### src/rtl/trig_pkg.sv
package trig_pkg;
  localparam int REG_W  = 16;
  localparam int ADDR_W = 8;
  localparam int TS_W   = 2 * REG_W;

  // register addresses
  localparam logic [ADDR_W-1:0] A_CFG     = 8'h00;
  localparam logic [ADDR_W-1:0] A_NS_LO   = 8'h10;
  localparam logic [ADDR_W-1:0] A_NS_HI   = 8'h11;
  localparam logic [ADDR_W-1:0] A_SEC_LO  = 8'h12;
  localparam logic [ADDR_W-1:0] A_SEC_HI  = 8'h13;
  localparam logic [ADDR_W-1:0] A_PAD     = 8'h14;
  localparam logic [ADDR_W-1:0] A_CTRL    = 8'h15;
  localparam logic [ADDR_W-1:0] A_FUNC_BASE = 8'h20;

  // field positions
  localparam int EDGE_BIT      = 1;
  localparam int DONE_BIT      = 0;
  localparam int FUNC_EN_BIT   = 15;
  localparam int FUNC_TIME_BIT = 6;
  localparam int SIG_W         = 6;
  localparam logic [SIG_W-1:0] SIG_TRIGGER = 6'h01;

  function automatic logic [ADDR_W-1:0] func_addr(input int idx);
    return A_FUNC_BASE + ADDR_W'(idx);
  endfunction

  function automatic logic is_trigger(input logic [REG_W-1:0] cfg);
    return cfg[FUNC_EN_BIT] && cfg[FUNC_TIME_BIT] && (cfg[SIG_W-1:0] == SIG_TRIGGER);
  endfunction
endpackage

### src/rtl/trig_edge_sync.sv
module trig_edge_sync #(
  parameter int SYNC_STAGES = 2
) (
  input  logic clk,
  input  logic rst_n,
  input  logic pin_i,
  output logic rise_o,
  output logic fall_o
);
  // bits [SYNC_STAGES-1:0] synchronize, bit SYNC_STAGES holds the prior level
  logic [SYNC_STAGES:0] stage_q;
  logic [SYNC_STAGES:0] stage_d;

  always_comb begin
    stage_d = {stage_q[SYNC_STAGES-1:0], pin_i};
  end

  always_ff @(posedge clk or negedge rst_n) begin
    if (!rst_n) stage_q <= '0;
    else        stage_q <= stage_d;
  end

  assign rise_o =  stage_q[SYNC_STAGES-1] & ~stage_q[SYNC_STAGES];
  assign fall_o = ~stage_q[SYNC_STAGES-1] &  stage_q[SYNC_STAGES];
endmodule

### src/rtl/trig_src_select.sv
module trig_src_select
  import trig_pkg::*;
#(
  parameter int NUM_PINS = 12
) (
  input  logic                           clk,
  input  logic                           rst_n,
  input  logic [NUM_PINS-1:0][REG_W-1:0] func_cfg_i,
  input  logic [NUM_PINS-1:0]            rise_i,
  input  logic [NUM_PINS-1:0]            fall_i,
  input  logic                           fall_mode_i,
  output logic                           hit_o
);
  logic [NUM_PINS-1:0] sel_vec;
  logic [NUM_PINS-1:0] edge_vec;

  // lowest index wins: scan downward so the last match is the lowest pin
  always_comb begin
    sel_vec = '0;
    for (int i = NUM_PINS - 1; i >= 0; i--) begin
      if (is_trigger(func_cfg_i[i])) begin
        sel_vec    = '0;
        sel_vec[i] = 1'b1;
      end
    end
  end

  assign edge_vec = fall_mode_i ? fall_i : rise_i;
  assign hit_o    = |(sel_vec & edge_vec);

  // at most one pin feeds the capture slot
  p_single_src_r8: assert property (@(posedge clk) disable iff (!rst_n)
    $onehot0(sel_vec));

  // a capture needs a configured trigger pin
  p_hit_needs_src_r2: assert property (@(posedge clk) disable iff (!rst_n)
    hit_o |-> (sel_vec != '0));
endmodule

### src/rtl/trig_capture_slot.sv
module trig_capture_slot
  import trig_pkg::*;
(
  input  logic            clk,
  input  logic            rst_n,
  input  logic            hit_i,
  input  logic            ack_i,
  input  logic [TS_W-1:0] time_ns_i,
  input  logic [TS_W-1:0] time_sec_i,
  output logic [TS_W-1:0] cap_ns_o,
  output logic [TS_W-1:0] cap_sec_o,
  output logic            valid_o
);
  logic [TS_W-1:0] cap_ns_q,  cap_ns_d;
  logic [TS_W-1:0] cap_sec_q, cap_sec_d;
  logic            valid_q,   valid_d;
  logic            cap_en;

  assign cap_en = hit_i;

  always_comb begin
    cap_ns_d  = time_ns_i;
    cap_sec_d = time_sec_i;
    valid_d   = valid_q;
    if (ack_i) valid_d = 1'b0;
    if (hit_i) valid_d = 1'b1;   // a new capture outranks a release
  end

  always_ff @(posedge clk or negedge rst_n) begin
    if (!rst_n) begin
      cap_ns_q  <= '0;
      cap_sec_q <= '0;
    end else if (cap_en) begin
      cap_ns_q  <= cap_ns_d;
      cap_sec_q <= cap_sec_d;
    end
  end

  always_ff @(posedge clk or negedge rst_n) begin
    if (!rst_n) valid_q <= 1'b0;
    else        valid_q <= valid_d;
  end

  assign cap_ns_o  = cap_ns_q;
  assign cap_sec_o = cap_sec_q;
  assign valid_o   = valid_q;

  // the slot holds the time presented in the detection cycle
  p_latch_r4: assert property (@(posedge clk) disable iff (!rst_n)
    hit_i |=> (cap_ns_o == $past(time_ns_i)) && (cap_sec_o == $past(time_sec_i)));

  // without a capture the words do not move
  p_hold_r7: assert property (@(posedge clk) disable iff (!rst_n)
    !hit_i |=> $stable(cap_ns_o) && $stable(cap_sec_o));

  // capture sets the flag, even against a release
  p_valid_set_r6: assert property (@(posedge clk) disable iff (!rst_n)
    hit_i |=> valid_o);

  // a release without a capture clears the flag
  p_ack_clear_r6: assert property (@(posedge clk) disable iff (!rst_n)
    (ack_i && !hit_i) |=> !valid_o);
endmodule

### src/rtl/ptp_trig_capture.sv
module ptp_trig_capture
  import trig_pkg::*;
#(
  parameter int NUM_PINS    = 12,
  parameter int SYNC_STAGES = 2
) (
  input  logic                  clk,
  input  logic                  rst_n,
  input  logic [NUM_PINS-1:0]   gpio_i,
  input  logic [TS_W-1:0]       time_ns_i,
  input  logic [TS_W-1:0]       time_sec_i,
  input  logic [ADDR_W-1:0]     reg_addr_i,
  input  logic                  reg_we_i,
  input  logic [REG_W-1:0]      reg_wdata_i,
  output logic [REG_W-1:0]      reg_rdata_o
);
  // reset: asserted asynchronously, released on the clock
  logic [1:0] rst_pipe_q;
  logic       rst_n_s;

  always_ff @(posedge clk or negedge rst_n) begin
    if (!rst_n) rst_pipe_q <= '0;
    else        rst_pipe_q <= {rst_pipe_q[0], 1'b1};
  end
  assign rst_n_s = rst_pipe_q[1];

  // polarity register
  logic fall_mode_q, fall_mode_d;
  logic cfg_we;

  assign cfg_we = reg_we_i && (reg_addr_i == A_CFG);

  always_comb begin
    fall_mode_d = reg_wdata_i[EDGE_BIT];
  end

  always_ff @(posedge clk or negedge rst_n_s) begin
    if (!rst_n_s)    fall_mode_q <= 1'b0;
    else if (cfg_we) fall_mode_q <= fall_mode_d;
  end

  // per-pin function words and edge detectors
  logic [NUM_PINS-1:0][REG_W-1:0] func_all;
  logic [NUM_PINS-1:0]            rise_v;
  logic [NUM_PINS-1:0]            fall_v;

  for (genvar g = 0; g < NUM_PINS; g++) begin : g_pin
    logic [REG_W-1:0] func_q;
    logic             func_we;

    assign func_we = reg_we_i && (reg_addr_i == func_addr(g));

    always_ff @(posedge clk or negedge rst_n_s) begin
      if (!rst_n_s)     func_q <= '0;
      else if (func_we) func_q <= reg_wdata_i;
    end

    assign func_all[g] = func_q;

    trig_edge_sync #(.SYNC_STAGES(SYNC_STAGES)) i_sync (
      .clk    (clk),
      .rst_n  (rst_n_s),
      .pin_i  (gpio_i[g]),
      .rise_o (rise_v[g]),
      .fall_o (fall_v[g])
    );
  end

  // trigger source and capture slot
  logic            hit;
  logic            ack;
  logic [TS_W-1:0] cap_ns;
  logic [TS_W-1:0] cap_sec;
  logic            cap_valid;

  trig_src_select #(.NUM_PINS(NUM_PINS)) i_select (
    .clk         (clk),
    .rst_n       (rst_n_s),
    .func_cfg_i  (func_all),
    .rise_i      (rise_v),
    .fall_i      (fall_v),
    .fall_mode_i (fall_mode_q),
    .hit_o       (hit)
  );

  assign ack = reg_we_i && (reg_addr_i == A_CTRL) && reg_wdata_i[DONE_BIT];

  trig_capture_slot i_slot (
    .clk        (clk),
    .rst_n      (rst_n_s),
    .hit_i      (hit),
    .ack_i      (ack),
    .time_ns_i  (time_ns_i),
    .time_sec_i (time_sec_i),
    .cap_ns_o   (cap_ns),
    .cap_sec_o  (cap_sec),
    .valid_o    (cap_valid)
  );

  // read mux
  logic [REG_W-1:0] rdata_d;

  always_comb begin
    rdata_d = '0;
    case (reg_addr_i)
      A_CFG:    rdata_d[EDGE_BIT] = fall_mode_q;
      A_NS_LO:  rdata_d = cap_ns[REG_W-1:0];
      A_NS_HI:  rdata_d = cap_ns[TS_W-1:REG_W];
      A_SEC_LO: rdata_d = cap_sec[REG_W-1:0];
      A_SEC_HI: rdata_d = cap_sec[TS_W-1:REG_W];
      A_CTRL:   rdata_d[DONE_BIT] = cap_valid;
      default: begin
        for (int i = 0; i < NUM_PINS; i++) begin
          if (reg_addr_i == func_addr(i)) rdata_d = func_all[i];
        end
      end
    endcase
  end

  assign reg_rdata_o = rdata_d;

  // the padding word never carries data
  p_pad_zero_r5: assert property (@(posedge clk) disable iff (!rst_n_s)
    (reg_addr_i == A_PAD) |-> (reg_rdata_o == '0));
endmodule

### config.mk
export PLATFORM = sky130hd
export DESIGN_NAME = ptp_trig_capture
export DESIGN_NICKNAME = d
export VERILOG_FILES = /design/src/rtl/trig_pkg.sv /design/src/rtl/trig_edge_sync.sv /design/src/rtl/trig_src_select.sv /design/src/rtl/trig_capture_slot.sv /design/src/rtl/ptp_trig_capture.sv
export SDC_FILE = /design/constraint.sdc
export NUM_CORES = 1
export LEC_CHECK = 0
export BUFFER_PORTS_ARGS = -buffer_cell sky130_fd_sc_hd__buf_2
export CORE_ASPECT_RATIO = 0.8
export CORE_MARGIN = 2
export CORE_UTILIZATION = 45
export CTS_CLUSTER_SIZE = 24
export DETAILED_ROUTE_END_ITERATION = 8
export SYNTH_ARGS = -nofsm -noshare
export SYNTH_HDL_FRONTEND = slang
export SYNTH_SLANG_ARGS = --single-unit
### constraint.sdc
create_clock -name clk -period 19.8 [get_ports clk]
set_input_delay 1.98 -clock clk [delete_from_list [all_inputs] [get_ports clk]]
set_output_delay 1.98 -clock clk [all_outputs]
set_load 0.05 [all_outputs]
# Word level (Yosys, flattened, before mapping)

Index checks and enable logic that the tools add are counted.
Widths: inputs -> output; s select.

$add $sub $neg: 0
Multiply operators: 0
Div/mod/pow operators: 0
Order comparisons: 0
Eq/ne operators: 29
Shifts and indexed selects: 0
Muxes and demuxes: 30
Bitwise operators: 49
Reductions and logical operators: 43

Operators by type and width:

| kind               | number |
|---|---|
| $mux 16            | 12 |
| $mux 12            | 13 |
| $eq 8x6->1 const B | 12 |
| $eq 6x1->1 const B | 12 |
| $pmux 14 s5        | 1 |
| $eq 8x5->1 const B | 5 |
| $logic_and 1x1->1  | 39 |
| $and 1x1->1        | 24 |
| $not 1->1          | 24 |
| $and 12x12->12     | 1 |
| $pmux 1 s6         | 2 |
| $reduce_or 12->1   | 1 |
| $logic_not 8->1    | 1 |
| $mux 1             | 2 |
| $reduce_bool 2->1  | 1 |
| $reduce_or 2->1    | 1 |

Register bits: 296
Latch bits: 0
Bits in writable memories: 0
Bits in read-only memories: 0
Memories: 0

# Longest topological paths before layout

Depth after elaboration: 17
Depth in mapped cells: 10
Depth with buffers taken out: 6

# Hierarchy

From an unflattened synthesis, not the netlist that was laid out.

Cells, all modules: 1094
Area total of the unflattened synthesis: 14306.2 sq um

Modules (own cells, without submodules):

| module            | instances | cells an instance | area an instance (sq um) | seq. area each (sq um) |
|---|---|---|---|---|
| ptp_trig_capture  | 1         | 828               | 10053.4                  | 4879.7 |
| trig_capture_slot | 1         | 138               | 2615.0                   | 1626.6 |
| trig_edge_sync    | 12        | 5                 | 90.1                     | 75.1 |
| trig_src_select   | 1         | 68                | 556.8                    | 0.0 |

# Worst setup path before layout

No wires, ideal clock.

Path type: input -> output
Start point: input port reg_addr_i[1]
End point: output port reg_rdata_o[2]
Data arrival time: 4.542 ns
Required time: 17.820 ns
Setup slack: 13.278 ns
Cell stages on the path: 7
Buffers on the path: 4
Path through: buf_2 -> buf_1 -> clkbuf_1 -> buf_1 -> mux4_2 -> inv_1 -> o21ai_0

Word-level cells in the longest chain between the ends: 14

RTL lines:

| what                   | line                    | source |
|---|---|---|
| from (decl)            | ptp_trig_capture.sv:12  | `input logic [ADDR_W-1:0] reg_addr_i,` |
| $eq 8x6->1             | ptp_trig_capture.sv:114 | `if (reg_addr_i == func_addr(i)) rdata_d = func_all[i];` |
| $mux 16 (12 in series) | ptp_trig_capture.sv:114 |  |
| $pmux 14 s5 (*)        | ptp_trig_capture.sv:105 | `case (reg_addr_i)` |
| to (decl)              | ptp_trig_capture.sv:15  | `output logic [REG_W-1:0] reg_rdata_o` |

Every way passes the cells marked *; elsewhere a longest branch is shown, timed or not.

# Worst setup path after layout

Start point: input port reg_addr_i[0]
End point: output port reg_rdata_o[1]

Word-level cells in the longest chain between the ends: 14

RTL lines:

| what                   | line |
|---|---|
| $eq 8x6->1             | ptp_trig_capture.sv:114 |
| $mux 16 (12 in series) | ptp_trig_capture.sv:114 |
| $pmux 1 s6 (*)         | ptp_trig_capture.sv:105 |

Marks and branches as above.

==> flow_metrics.env <==
export IMPL_finalSetupViolations=0
export IMPL_reg2regPathDepth=7
export IMPL_grtUsageTotal_pct=23.1
export IMPL_whs_ns=0.346
export IMPL_period_share_pct=37.3
export IMPL_worstSetupStartpoint="reg_addr_i[0]"
export IMPL_netlist_area_leader_share_pct=53.2
export IMPL_synthCells=1077
export IMPL_worst_pin_slew_ns=1.16
export IMPL_yosys_top_cells_count="dfrtp_1, mux2_2, mux2_1, o21ai_0, clkbuf_1"
export IMPL_status="finished, final reports clean"
export IMPL_fin_nets=1260
export IMPL_cts_setup_buffers=0
export IMPL_route_detailed_drc=0
export IMPL_fin_crit_ns=7.38
export IMPL_critPathKind="in2out"
export IMPL_hold_buffers=0
export IMPL_placed_cells=1537
export IMPL_wl_per_cell_um=23.1
export IMPL_grt_max_degree=169
export IMPL_root_buffer="clkbuf_16"
export IMPL_syn_avg_cell_area_um2=12.9
export IMPL_area_growth_pct=13.4
export IMPL_grt_ovfl_total=0
export IMPL_ios=119
export IMPL_ys_flop_type="dfrtp_1"
export IMPL_fmax_mhz=136
export IMPL_initial_core_util_pct=45.8
export IMPL_synth_distinct_cells=66
export IMPL_core_area_um2=30400
export IMPL_place_congestion=0.900
export IMPL_async_flop_share_pct=100
export IMPL_rr_startpoint="g_pin[7].func_q[4]"
export IMPL_final_cells=1593
export IMPL_syn_area_um2=13900
export IMPL_yosysWarnings=0
export IMPL_antenna_cells=0
export IMPL_synth_most_common_cell="dfrtp_1"
export IMPL_placementRows=57
export IMPL_clock_skew_ns=0.0124
export IMPL_slew_headroom_pct=21.4
export IMPL_grt_pass1_vias=9381
export IMPL_endpoint_kind="primary output"
export IMPL_synth_edff_count=0
export IMPL_finalHoldViolations=0
export IMPL_cp_endpoint="reg_rdata_o[1]"
export IMPL_crit_path_max_fanout=60
export IMPL_grt_pass1_wl_mm=58.0
export IMPL_static_leakage_power_nw=7.50
export IMPL_maxSlewViolCount=0
export IMPL_viasPerCell=5.87
export IMPL_wirelength_mm=36.8
export IMPL_drtPass1Iterations=5
export IMPL_dieArea_um2=32400
export IMPL_synth_area_leader_cell="dfrtp_1"
export IMPL_r2r_setup_slack_ns=16.25
export IMPL_numPortBuffers=118
export IMPL_grt_antenna_before_repair=0
export IMPL_drive_gt1_share_pct=37.1
export IMPL_cp_arrival_ns=5.40
export IMPL_cts_tree="yes"
export IMPL_fin_tns_setup_ns=0
export IMPL_hp_class="reg2reg"
export IMPL_fp_dieH_um=161
export IMPL_die_w_um=201
export IMPL_cts_buffers_inserted=31
export IMPL_syn_nets=1180
export IMPL_seq_area_um2=7410
export IMPL_cp_required_ns=17.82
export IMPL_clk_latency_ns=0.56
export IMPL_rsz0062_at_grt="false"
export IMPL_vdd_drop_max_mv=0.0710
export IMPL_dp_hpwl_mm=24.8
export IMPL_path_clk_slew_ns=0.06
export IMPL_vias=9347
export IMPL_ys_ff_latch=296
export IMPL_reg2reg_to="i_slot.cap_ns_o[5]"
export IMPL_htreeDepth=1
export IMPL_fill_cells=2708
export IMPL_cts_sinks=296
export IMPL_worst_setup_path_start_kind="input pin"
export IMPL_multiInputGateArea_um2=6060
export IMPL_clockBufferDepth=3
export IMPL_antenna_left=0
export IMPL_post_cts_resized=0
export IMPL_seq_area_frac_synth_pct=53.2
export IMPL_first_iter_violations=783
export IMPL_synth_area_top_cells="dfrtp_1, mux2_2, mux2_1"
export IMPL_max_cap_viol_count=0
export IMPL_powerDensity_nw_per_um2=84.0
[final cells by class]
cell class	instances	area share (%)
sequential	296	47.0
multi-input combinational	678	38.4
clock buffer	43	5.71
timing repair buffer	128	4.31
tap	413	3.28
clock inverter	13	0.769
inverter	22	0.523
[logic make-up (layout without fill, tap and decap cells)]
| logic type | after synthesis | count (layout) | share of synthesized area, % |
|---|---|---|---|
| buffers and inverters | 103 | 206 | 3.35 |
| DFF | 296 | 296 | 53.2 |
| other | 1 | 1 | 0.0270 |
| AOI/OAI and AO/OA | 201 | 201 | 9.52 |
| and+or+nand+nor | 177 | 177 | 7.93 |
| muxes | 299 | 299 | 25.9 |
[through the flow]
stage	setup slack [ns]	util [%]	cell area, µm²	power [mW]
global route	12.15	51.9	15800	1.38
global placement	12.50	48.6	14800	0.750
finish	12.42	51.9	15800	1.33
floorplan	10.94	-	13900	0.714
detailed placement	12.43	48.6	14800	0.751
CTS	12.43	51.9	15800	1.34
[metal layers]
layer	track usage (%)	wire, µm	vias to the layer above
met5	0	0	-
met4	5.72	924	0
met3	4.82	2600	67
met2	33.6	15500	334
met1	35.3	17700	4767
li1	-	-	4179
[registers in the layout, summed over array words and instances, names as in the netlist]
name	flops
i_slot.cap_sec_o	32
rst_pipe_q	2
i_slot.valid_o	1
fall_mode_q	1
i_slot.cap_ns_o	32
g_pin.i_sync.stage_q	36
g_pin.func_q	192
[worst min path at each step]
stage / from / slack, ns / depth (start not counted) / end
floorplan: g_pin[0].i_sync.stage_q[0] / 0.33 / 0 / g_pin[0].i_sync.stage_q[1]
finish: g_pin[1].i_sync.stage_q[0] / 0.35 / 0 / g_pin[1].i_sync.stage_q[1]
global route: g_pin[0].i_sync.stage_q[0] / 0.35 / 0 / g_pin[0].i_sync.stage_q[1]
CTS: g_pin[6].i_sync.stage_q[0] / 0.35 / 0 / g_pin[6].i_sync.stage_q[1]
detailed placement: g_pin[6].i_sync.stage_q[0] / 0.33 / 0 / g_pin[6].i_sync.stage_q[1]
global placement: g_pin[6].i_sync.stage_q[0] / 0.33 / 0 / g_pin[6].i_sync.stage_q[1]
[power breakdown]
| group | switching, mW | total, mW | internal, mW |
|---|---|---|---|
| Clock | 0.243 | 0.585 | 0.342 |
| Combinational | 0.0548 | 0.0931 | 0.0384 |
| Sequential | 0.0177 | 0.647 | 0.630 |
[critical path, cell delays in order]
cell,delay [ns]
buf_4,0.62
buf_4,0.57
nand2_1,0.25
nor4_4,0.80
a22oi_1,0.17
a22oi_1,0.25
a221oi_1,0.07
o211ai_1,0.33
buf_2,0.33
[placed cells by master (no fill, tap or decap), types with 3 or more instances in the layout]
master     instances
nor4b_1            9
o2111ai_1          3
nand3b_1          13
clkinv_2           9
clkbuf_1           4
a31oi_1            8
nor2_1            20
or3b_2             4
a32o_1             7
a211oi_1           3
nand4_1            3
a21oi_1           32
a21o_1            10
nand2b_1           6
nor3_1            11
o22ai_1           23
mux2i_1            5
nor3b_1            3
o221ai_1          12
buf_4             10
clkbuf_16         31
nand2_1           42
mux2_1            59
mux2_2           213
a22oi_1           16
nor4bb_1          11
nand3_1           13
inv_1             21
dfrtp_1          295
a22o_1             7
o21ai_0           51
mux4_2            22
o211ai_1          16
and3b_1            5
clkbuf_8           8
buf_2            117
nand2_2            4
nor2b_1            9
nor3_2             3
No activity file was read; power rests on OpenSTA's default activity.
